`config.mk`:
```
export PLATFORM = sky130hd
export DESIGN_NAME = blk_dma_chan
export DESIGN_NICKNAME = d
export VERILOG_FILES = /design/src/rtl/blk_dma_pkg.sv /design/src/rtl/blk_dma_decode.sv /design/src/rtl/blk_dma_engine.sv /design/src/rtl/blk_dma_chan.sv
export SDC_FILE = /design/constraint.sdc
export NUM_CORES = 1
export LEC_CHECK = 0
export BUFFER_PORTS_ARGS = -buffer_cell sky130_fd_sc_hd__buf_4
export CORE_UTILIZATION = 50
export CTS_CLUSTER_SIZE = 28
export DETAILED_ROUTE_END_ITERATION = 6
export PLACE_DENSITY = 0.73
export SLEW_MARGIN = 30
export SYNTH_ARGS = -nofsm -noshare
export SYNTH_HDL_FRONTEND = slang
export SYNTH_SLANG_ARGS = --single-unit
```
`constraint.sdc`:
```
create_clock -name clk -period 6.2 [get_ports clk]
set_input_delay 1.55 -clock clk [delete_from_list [all_inputs] [get_ports clk]]
set_output_delay 1.55 -clock clk [all_outputs]
set_load 0.01 [all_outputs]
```
`src/rtl/blk_dma_pkg.sv`:
```
package blk_dma_pkg;
  typedef enum logic [2:0] {
    ST_IDLE,
    ST_MRD,
    ST_PUSH,
    ST_PULL,
    ST_MWR,
    ST_FIN
  } dma_st_t;

  localparam logic [31:0] CTL_TO_PERIPH   = 32'h0100_0201;
  localparam logic [31:0] CTL_FROM_PERIPH = 32'h0100_0200;
  localparam int          BUSY_BIT        = 24;

  localparam logic [1:0] RIDX_ADDR  = 2'd0;
  localparam logic [1:0] RIDX_BLOCK = 2'd1;
  localparam logic [1:0] RIDX_CTRL  = 2'd2;
endpackage

```
`src/rtl/blk_dma_decode.sv`:
```
module blk_dma_decode
  import blk_dma_pkg::*;
#(
  parameter int ADDR_W = 21
) (
  input  logic [31:0] ctrl_word,
  input  logic [31:0] start_addr,
  input  logic [31:0] block_word,
  output logic        abort,
  output logic        to_periph,
  output logic [31:0] word_count
);
  logic addr_bad;
  logic code_ok;

  generate
    if (ADDR_W < 32) begin : g_window
      assign addr_bad = |start_addr[31:ADDR_W];
    end else begin : g_full
      assign addr_bad = 1'b0;
    end
  endgenerate

  assign code_ok    = (ctrl_word == CTL_TO_PERIPH) || (ctrl_word == CTL_FROM_PERIPH);
  assign abort      = !code_ok || addr_bad;
  assign to_periph  = ctrl_word[0];
  assign word_count = 32'(block_word[31:16]) * 32'(block_word[15:0]);
endmodule

```
`src/rtl/blk_dma_engine.sv`:
```
module blk_dma_engine
  import blk_dma_pkg::*;
#(
  parameter int DATA_W = 32
) (
  input  logic              clk,
  input  logic              rst_n,
  input  logic              start,
  input  logic              abort,
  input  logic              to_periph,
  input  logic [31:0]       count,
  input  logic [31:0]       base,
  output logic              done,
  output logic              wb_en,
  output logic [31:0]       end_addr,
  output logic              mem_req,
  output logic              mem_we,
  output logic [31:0]       mem_addr,
  output logic [DATA_W-1:0] mem_wdata,
  input  logic [DATA_W-1:0] mem_rdata,
  input  logic              mem_ready,
  output logic              pout_valid,
  output logic [DATA_W-1:0] pout_data,
  input  logic              pout_ready,
  input  logic              pin_valid,
  input  logic [DATA_W-1:0] pin_data,
  output logic              pin_ready
);
  dma_st_t           st;
  logic [31:0]       ptr;
  logic [31:0]       rem;
  logic [DATA_W-1:0] hold;
  logic              aborted;
  logic              last;

  assign last = (rem == 32'd1);

  always_ff @(posedge clk) begin
    if (!rst_n) begin
      st      <= ST_IDLE;
      ptr     <= '0;
      rem     <= '0;
      hold    <= '0;
      aborted <= 1'b0;
    end else begin
      unique case (st)
        ST_IDLE: if (start) begin
          ptr     <= {base[31:2], 2'b00};
          rem     <= count;
          aborted <= abort;
          if (abort || count == 32'd0) st <= ST_FIN;
          else if (to_periph)          st <= ST_MRD;
          else                         st <= ST_PULL;
        end
        ST_MRD: if (mem_ready) begin
          hold <= mem_rdata;
          st   <= ST_PUSH;
        end
        ST_PUSH: if (pout_ready) begin
          ptr <= ptr + 32'd4;
          rem <= rem - 32'd1;
          st  <= last ? ST_FIN : ST_MRD;
        end
        ST_PULL: if (pin_valid) begin
          hold <= pin_data;
          st   <= ST_MWR;
        end
        ST_MWR: if (mem_ready) begin
          ptr <= ptr + 32'd4;
          rem <= rem - 32'd1;
          st  <= last ? ST_FIN : ST_PULL;
        end
        ST_FIN:  st <= ST_IDLE;
        default: st <= ST_IDLE;
      endcase
    end
  end

  assign done       = (st == ST_FIN);
  assign wb_en      = !aborted;
  assign end_addr   = ptr;
  assign mem_req    = (st == ST_MRD) || (st == ST_MWR);
  assign mem_we     = (st == ST_MWR);
  assign mem_addr   = ptr;
  assign mem_wdata  = hold;
  assign pout_valid = (st == ST_PUSH);
  assign pout_data  = hold;
  assign pin_ready  = (st == ST_PULL);
endmodule

```
`src/rtl/blk_dma_chan.sv`:
```
module blk_dma_chan
  import blk_dma_pkg::*;
#(
  parameter int ADDR_W = 21,
  parameter int DATA_W = 32
) (
  input  logic              clk,
  input  logic              rst_n,
  input  logic              reg_wr_en,
  input  logic [1:0]        reg_addr,
  input  logic [31:0]       reg_wdata,
  output logic [31:0]       reg_rdata,
  output logic              mem_req,
  output logic              mem_we,
  output logic [31:0]       mem_addr,
  output logic [DATA_W-1:0] mem_wdata,
  input  logic [DATA_W-1:0] mem_rdata,
  input  logic              mem_ready,
  output logic              pout_valid,
  output logic [DATA_W-1:0] pout_data,
  input  logic              pout_ready,
  input  logic              pin_valid,
  input  logic [DATA_W-1:0] pin_data,
  output logic              pin_ready,
  output logic              irq
);
  logic [31:0] madr_q, blk_q, ctl_q;
  logic        busy, wr_ok, start;
  logic        abort, to_periph, done, wb_en;
  logic [31:0] count, end_addr;

  assign busy  = ctl_q[BUSY_BIT];
  assign wr_ok = reg_wr_en && !busy;
  assign start = wr_ok && (reg_addr == RIDX_CTRL) && reg_wdata[BUSY_BIT];

  blk_dma_decode #(.ADDR_W(ADDR_W)) u_dec (
    .ctrl_word  (reg_wdata),
    .start_addr (madr_q),
    .block_word (blk_q),
    .abort      (abort),
    .to_periph  (to_periph),
    .word_count (count)
  );

  blk_dma_engine #(.DATA_W(DATA_W)) u_eng (
    .clk        (clk),
    .rst_n      (rst_n),
    .start      (start),
    .abort      (abort),
    .to_periph  (to_periph),
    .count      (count),
    .base       (madr_q),
    .done       (done),
    .wb_en      (wb_en),
    .end_addr   (end_addr),
    .mem_req    (mem_req),
    .mem_we     (mem_we),
    .mem_addr   (mem_addr),
    .mem_wdata  (mem_wdata),
    .mem_rdata  (mem_rdata),
    .mem_ready  (mem_ready),
    .pout_valid (pout_valid),
    .pout_data  (pout_data),
    .pout_ready (pout_ready),
    .pin_valid  (pin_valid),
    .pin_data   (pin_data),
    .pin_ready  (pin_ready)
  );

  always_ff @(posedge clk) begin
    if (!rst_n) begin
      madr_q <= '0;
      blk_q  <= '0;
      ctl_q  <= '0;
      irq    <= 1'b0;
    end else begin
      irq <= 1'b0;
      if (done) begin
        ctl_q[BUSY_BIT] <= 1'b0;
        irq             <= 1'b1;
        if (wb_en) madr_q <= end_addr;
      end else if (wr_ok) begin
        unique case (reg_addr)
          RIDX_ADDR:  madr_q <= reg_wdata;
          RIDX_BLOCK: blk_q  <= reg_wdata;
          RIDX_CTRL:  ctl_q  <= reg_wdata;
          default: ;
        endcase
      end
    end
  end

  always_comb begin
    unique case (reg_addr)
      RIDX_ADDR:  reg_rdata = madr_q;
      RIDX_BLOCK: reg_rdata = blk_q;
      RIDX_CTRL:  reg_rdata = ctl_q;
      default:    reg_rdata = '0;
    endcase
  end
endmodule

```
==> summary.md, run 1 <==
| Metric | Value |
|---|---|
| Outcome | `finished, final reports clean` |
| Post-synth EDFFs | `0` |
| Cell area after synthesis | `18,800 sq um` |
| Hold Vio Cnt, Final | `0` |
| Fin crit share | `98.6%` |
| CP arrival | `6500 ps` |
| Synth-to-layout area growth | `21.8%` |
| Worst setup EP type | `flop` |
| Horiz. Die Dim | `196 microns` |
| Remaining antenna violation count after routing | `0` |
| Reg clk slew, reported paths | `80 ps` |
| Mux contribution to synthesized area | `3.46%` |
| Clk pwr share | `24.0%` |
| Number of diodes | `0` |
| Largest net degree at the start of global routing | `109` |
| Critical Path Fanout Max | `7` |
| Crit Path Class | `reg -> reg` |
| Clock Tree Root | `clkbuf_16` |
| VDD IR max | `0.247 mV` |
| Top FF cell, synth | `dfxtp_1` |
| Tmin final | `6110 ps` |
| First-pass DRT Iterations | `6` |
| DR vias | `18,100` |
| Starting density of the core | `51.1%` |
| Maximum clock frequency | `0.164 GHz` |
| Sw Ratio | `43.5%` |
| Vias in the first global route | `17,600` |
| Psw | `2.14 mW` |
| Most common cell after layout, fill and taps aside | `nand2_1` |
| Unique cell type count in the Yosys netlist | `82` |
| Seq/Total Area, Yosys | `20.8%` |
| Clock sinks | `195` |
| Most frequent cells in the layout | `nand2_1 (449), buf_4 (368), fa_1 (188)` |
| RSZ-0062 raised after global routing | `true` |
| Hold WS | `458 ps` |
| Cts bufs inserted | `17` |
| R2R depth | `21` |
| IO Pins | `237` |
| Global-route wire length before repair | `96,300 microns` |
| Gr ovfl total | `0` |
| HPWL Detailed | `46,500 microns` |
| Critical Path RT | `6590 ps` |
| Die area | `38,400 sq um` |
| Maximum Capacitance Violations | `0` |
| RePlAce Congestion | `0.993` |
| Endpoints failing setup | `0` |
| CTS tree | `built` |
| Skew-Pair Late Insertion Delay | `460 ps` |
| Fin util | `62.2%` |
| Xor-xnor portion of the synthesized cell area | `1.12%` |
| Clock Path Buffers | `2` |
| Post-Synthesis Cells | `2,381` |
| Die Ht | `196 microns` |
| Startpoint type of the worst setup path | `flop` |
| Worst slew pin tran | `925 ps` |
| Setup TNS | `0 ps` |
| Leakage power total | `9.49 nW` |
| Initial antenna violation count | `1` |
| Rel. slew slack | `37.8%` |
| Largest family of logic cells by synthesized area | `adder cells` |
| Compound-Gate Fraction of Synth Area | `16.5%` |
| Flops & latches, synth | `195` |
| H-tree depth | `4` |
| Core area | `36,800 sq um` |
| Wire length per cell | `19.8 microns` |
| PnR Total Power | `4.92 mW` |
| Sequential Power Share | `33.7%` |
| Syn Area/Cell | `7.90 sq um` |
| Synth Area in Adders | `27.8%` |
| Post-Route WL | `61,000 microns` |
| Ys async rst share | `0%` |
| Total Routing Usage GR | `31.9%` |
| Worst Hold Class | `reg -> reg` |
| # nets final | `2,998` |
| Yosys warnings | `0` |
| # fillers | `3,152` |
| Int Power | `2.78 mW` |
| Hold_buf cts | `0` |
| Worst Skew | `13.7 ps` |
| Logic pwr share | `42.3%` |
| Drt drc | `0` |
| Port bufs | `234` |
| Row Count | `70` |
| Post-Place Cell Area | `21,400 sq um` |
| Share of cells above drive strength 1 | `22.0%` |
| Power Density | `215 nW/um^2` |
| DRT iter0 DRCs | `1,688` |
| Worst hold stages | `2` |
| Via density | `5.87` |
| Slew Limit Fails | `0` |
| Post-Synth Simple-Gate Area | `21.7%` |
| Post-route design area | `22,900 sq um` |
-- what timing repair did --
| action | in CTS | in global routing |
|---|---|---|
| cloned | 0 | 0 |
| buffers inserted | 11 | 25 |
| gates resized for setup | 33 | 140 |
| setup endpoints to repair | 5 | 13 |
| pin swaps | 11 | 69 |
-- power by group through the flow --
stage / clock, mW / combinational, mW / sequential, mW
finish: 1.18 / 2.08 / 1.66
detailed placement: 0 / 1.97 / 1.68
CTS: 1.18 / 2.00 / 1.65
global route: 1.23 / 2.28 / 1.68
global placement: 0 / 1.94 / 1.67
floorplan: 0 / 1.38 / 1.60
-- stage by stage --
step / worst slack [ps] / instances
final: 87.5 / 3074
after detailed placement: -109 / 3008
after floorplan: 9.94 / 2382
after CTS: 3.94 / 3051
after global routing: -121 / 3074
after global placement: -24.9 / 3007
-- per-layer routing --
layer	vias to the layer above	part of all wire (%)	GRT usage [%]
met5	-	0.018	0
met4	2	2.4	8.71
met3	111	10	8.73
met2	880	46	50.2
met1	8731	42	42.9
li1	8335	-	-
-- synth_stat cells (34+ instances only) --
| master | number | area, sq um |
|---|---|---|
| clkbuf_1 | 148 | 556 |
| a21oi_1 | 168 | 841 |
| mux2i_1 | 65 | 651 |
| a311oi_1 | 35 | 307 |
| a211oi_1 | 45 | 338 |
| inv_1 | 192 | 721 |
| and2_1 | 110 | 688 |
| buf_4 | 34 | 255 |
| nand3_1 | 35 | 175 |
| fa_1 | 194 | 3880 |
| nand2_1 | 464 | 1740 |
| dfxtp_1 | 195 | 3900 |
| nor2_1 | 172 | 646 |
| ha_1 | 107 | 1340 |
| o21ai_0 | 118 | 591 |
-- sequential cells by signal, summed over array words and instances, names as in the netlist --
name and flops:
blk_q 32, ctl_q 32, madr_q 32, u_eng.mem_wdata 32, u_eng.rem 32, u_eng.end_addr 30
u_eng.st 3, irq 1, u_eng.aborted 1
-- critical path, cell delays in order, from the launching register on --
cell and delay (ps):
dfxtp_4 430, buf_6 160, buf_4 120, nand2_1 60, fa_1 500, fa_1 440, fa_1 490, fa_1 550
fa_1 440, fa_1 520, inv_1 70, ha_4 240, a21oi_4 170, o21ai_2 90, buf_4 140, a22oi_2 280
nand2_2 110, xor2_2 210, nor4_2 280, nand4_1 210, or3_4 420, o22ai_2 110
-- area by class of cell --
cell class | instances | area (sq um) | area share [%]
Timing Repair Buffer | 396 | 3170 | 13.9
Multi-Input combinational cell | 1790 | 13800 | 60.3
Inverter | 193 | 729 | 3.19
Clock inverter | 15 | 180 | 0.787
Sequential cell | 195 | 3990 | 17.4
Tap cell | 468 | 586 | 2.56
Clock buffer | 17 | 425 | 1.86
-- cell families after synthesis --
kind of cell	Yosys count
buffers and inverters	397
DFF	195
AOI/OAI and AO/OA	491
other	1
adders and majority gates	301
xor gates and xnor gates	24
and+or+nand+nor	907
muxes	65
-- path summary, 6_finish.rpt --
path	from	slack (ps)	to
max reg2reg	blk_q[6]	90	u_eng.st[2]
min reg2reg	ctl_q[6]	460	ctl_q[6]
max	blk_q[6]	90	u_eng.st[2]
min	ctl_q[6]	460	ctl_q[6]
(Power assumes the default switching activity.)
==> inputs of run 2 (changes only) <==
--- a/config.mk
+++ b/config.mk
@@ -10,6 +10,8 @@
 export CTS_CLUSTER_SIZE = 28
 export DETAILED_ROUTE_END_ITERATION = 6
 export PLACE_DENSITY = 0.73
+export REMOVE_ABC_BUFFERS = 1
+export SKIP_LAST_GASP = 1
 export SLEW_MARGIN = 30
 export SYNTH_ARGS = -nofsm -noshare
 export SYNTH_HDL_FRONTEND = slang
==> run 2 against run 1 <==
  * Sequential share of layout area grew 0.28 points
  * Largest cell class unchanged
  * Final area is 2.0% lower
  * Final cell count is 0.94% lower
  * Maximum frequency fell by 0.71%
  * Highest routed layer is now met4
  * Via count shrank 1.2%
  * Critical path depth fell by 2
  * Die area unchanged
  * Register-to-register slack worse by 40 ps
==> summary.md, run 2 (synthesis gave the netlist of run 1 again) <==
| Metric | Value |
|---|---|
| # fillers | `3,183 (+0.98%)` |
| Outcome | `finished, final reports clean` |
| Tmin final | `6160 ps (+44.0 ps)` |
| HPWL Detailed | `42,000 microns (-9.7%)` |
| Hold Vio Cnt, Final | `0 (unchanged)` |
| Clock Path Buffers | `2 (unchanged)` |
| Top routing layer in use | `met4` |
| Total Routing Usage GR | `28.6% (-3.3 points)` |
| IO Pins | `237 (unchanged)` |
| Gr ovfl total | `0 (unchanged)` |
| Worst Hold Class | `reg -> reg` |
| Hold_buf cts | `0 (unchanged)` |
| Worst Skew | `13.2 ps (-0.519 ps)` |
| H-tree depth | `4 (unchanged)` |
| Setup WS post-layout | `43.5 ps (-44.0 ps)` |
| Post-Layout Cell Count | `3,045 (-0.94%)` |
| Crit path buffers/inverters | `2 (-2)` |
| WL met3 | `3860 microns (-38%)` |
| Crit Path Class | `reg -> reg` |
| Rel. slew slack | `42.9% (+5.2 points)` |
| Die area | `38,400 sq um (unchanged)` |
| Maximum Capacitance Violations | `0 (unchanged)` |
| Remaining antenna violation count after routing | `0 (unchanged)` |
| Leakage power total | `9.27 nW (-2.3%)` |
| Via density | `5.86 (-0.29%)` |
| RSZ-0062 raised after global routing | `true` |
| Int Power | `2.74 mW (-1.2%)` |
| FF+latch area | `3970 sq um (-0.44%)` |
| Post-Route WL | `55,500 microns (-9.1%)` |
| Fin crit share | `99.3% (+0.71 points)` |
| Most common cell after layout, fill and taps aside | `nand2_1` |
| Clk pwr share | `23.8% (-0.2 points)` |
| Die Ht | `196 microns (unchanged)` |
| Slew Limit Fails | `0 (unchanged)` |
| Critical Path RT | `6590 ps (about the same)` |
| Placed cells | `3,007 (-0.033%)` |
| Skew-Pair Late Insertion Delay | `470 ps (about the same)` |
| DRT iter0 DRCs | `1,524 (-9.7%)` |
| Crit-path max cell delay | `580 ps (+30 ps)` |
| Reg clk slew, reported paths | `80 ps (about the same)` |
| Vias in the first global route | `17,400 (-1.3%)` |
| CP arrival | `6550 ps (+50 ps)` |
| RePlAce Congestion | `0.919 (-7.5%)` |
| Starting density of the core | `51.1% (unchanged)` |
| Row Count | `70 (unchanged)` |
| Sw Ratio | `43.1% (-0.36 points)` |
| Power Density | `215 nW/um^2 (+0.13%)` |
| Number of diodes | `0 (unchanged)` |
| Share of cells above drive strength 1 | `20.3% (-1.7 points)` |
| Logic pwr share | `42.5% (+0.2 points)` |
| Worst setup EP type | `flop` |
| VDD IR max | `0.240 mV (-2.8%)` |
| Post-Place Cell Area | `21,400 sq um (about the same)` |
| Cts bufs inserted | `17 (unchanged)` |
| Slowest stage cell, crit path | `fa_1` |
| # nets final | `2,969 (-0.97%)` |
| Startpoint type of the worst setup path | `flop` |
| Sequential Power Share | `33.7% (about the same)` |
| Family with the most delay on the worst path | `adder cells` |
| Clock Tree Root | `clkbuf_16` |
| Horiz. Die Dim | `196 microns (unchanged)` |
| Initial antenna violation count | `0 (-1)` |
| Wire length per cell | `18.2 microns (-8.2%)` |
| Most frequent cells in the layout | `nand2_1 (459), buf_4 (350), fa_1 (193)` |
| Maximum clock frequency | `0.162 GHz (-0.71%)` |
| Port bufs | `234 (unchanged)` |
| Global-route wire length before repair | `88,700 microns (-7.9%)` |
| Worst path cell trace | `buf_6 > nand2_1 > fa_1 > fa_1 > fa_1 > fa_1 > fa_1 > fa_1 > inv_1 > ha_2 > nand3_1 > nor2_2 > mux2i_2 > a2111oi_2 > o2111ai_1 > nor4_2 > nand4_1 > or3_4 > o22ai_2` |
| Most used cell, CP | `fa_1` |
| Clock sinks | `195 (unchanged)` |
| Area of the multi-input gates | `13,600 sq um (-1.3%)` |
| Worst slew pin tran | `848 ps (-76.8 ps)` |
| Drt drc | `0 (unchanged)` |
| Largest net degree at the start of global routing | `135 (+24%)` |
| Fin util | `61.0% (-1.2 points)` |
| Post-route design area | `22,400 sq um (-2.0%)` |
| Psw | `2.08 mW (-2.7%)` |
| First-pass DRT Iterations | `6 (unchanged)` |
| Core area | `36,800 sq um (unchanged)` |
| Synth-to-layout area growth | `19.3%` |
| Met2 routed WL | `26,600 microns (-4.5%)` |
| Met1 Wirelength | `23,500 microns (-7.7%)` |
| CTS tree | `built` |
| DR vias | `17,800 (-1.2%)` |
| Endpoints failing setup | `0 (unchanged)` |
| Post-Place Worst Slack | `-130 ps (-21.3 ps)` |
| Critical Path Fanout Max | `9 (+2)` |
[run 2: cell count changes in the layout (fill, tap and decap cells not counted), moves of 5 or more]
cell | previous run | this run
dfxtp_2 | 9 | 16
fa_2 | 6 | 1
nand2_1 | 449 | 459
nand2_2 | 12 | 5
dfxtp_4 | 20 | 13
fa_1 | 188 | 193
buf_4 | 368 | 350
buf_6 | 16 | 6
ha_4 | 13 | 6
[run 2: path summary, 6_finish.rpt]
path	from	endpoint	slack [ps]	cells past startpoint
worst max-delay path	blk_q[4]	u_eng.st[2]	40	19
worst min-delay path	ctl_q[23]	ctl_q[23]	460	2
worst max register to register	blk_q[4]	u_eng.st[2]	40	19
worst min register to register	ctl_q[23]	ctl_q[23]	460	2
[run 2: cell type report]
class | count | area share [%]
Clock buffer | 17 | 1.90
Multi-Input combinational cell | 1790 | 60.8
Sequential cell | 195 | 17.7
Tap cell | 468 | 2.61
Timing Repair Buffer | 367 | 13.0
Clock inverter | 15 | 0.770
Inverter | 193 | 3.26
[run 2: layer usage]
metal | vias to the layer above | GRT usage, %
met3 | 108 | 3.70
met5 | - | 0
met1 | 8708 | 38.5
met4 | 0 | 10.2
met2 | 730 | 47.0
li1 | 8290 | -
[run 2: worst reg2reg max path, stage by stage, from the launching register on]
cell and delay, ps:
dfxtp_4 410, buf_6 150, nand2_1 90, fa_1 570
fa_1 450, fa_1 480, fa_1 580, fa_1 430
fa_1 490, inv_1 40, ha_2 380, nand3_1 120
nor2_2 150, mux2i_2 120, a2111oi_2 420, o2111ai_1 200
nor4_2 240, nand4_1 240, or3_4 440, o22ai_2 80
[run 2: per-stage QoR]
| step | setup TNS (ps) | total power, mW | hold WS, ps |
|---|---|---|---|
| final | 0 | 4.82 | 459 |
| after global routing | -236 | 5.10 | 469 |
| after CTS | 0 | 4.77 | 459 |
| after detailed placement | -181 | 3.62 | 448 |
| after global placement | -33.4 | 3.57 | 442 |
| after floorplan | 0 | 2.88 | 437 |
[run 2: what timing repair did]
| item | CTS | global route |
|---|---|---|
| endpoints found under the setup margin | 4 | 11 |
| gates cloned | 0 | 0 |
| hold endpoints to repair | 0 | 0 |
| gates resized for setup | 14 | 103 |
| setup buffers | 0 | 6 |
| pin swaps | 3 | 48 |
[run 2: power groups by stage]
stage | clock network [mW] | logic, mW | registers [mW]
finish | 1.15 | 2.05 | 1.63
global placement | 0 | 1.93 | 1.64
CTS | 1.16 | 1.99 | 1.62
detailed placement | 0 | 1.98 | 1.65
floorplan | 0 | 1.24 | 1.65
global route | 1.20 | 2.25 | 1.65
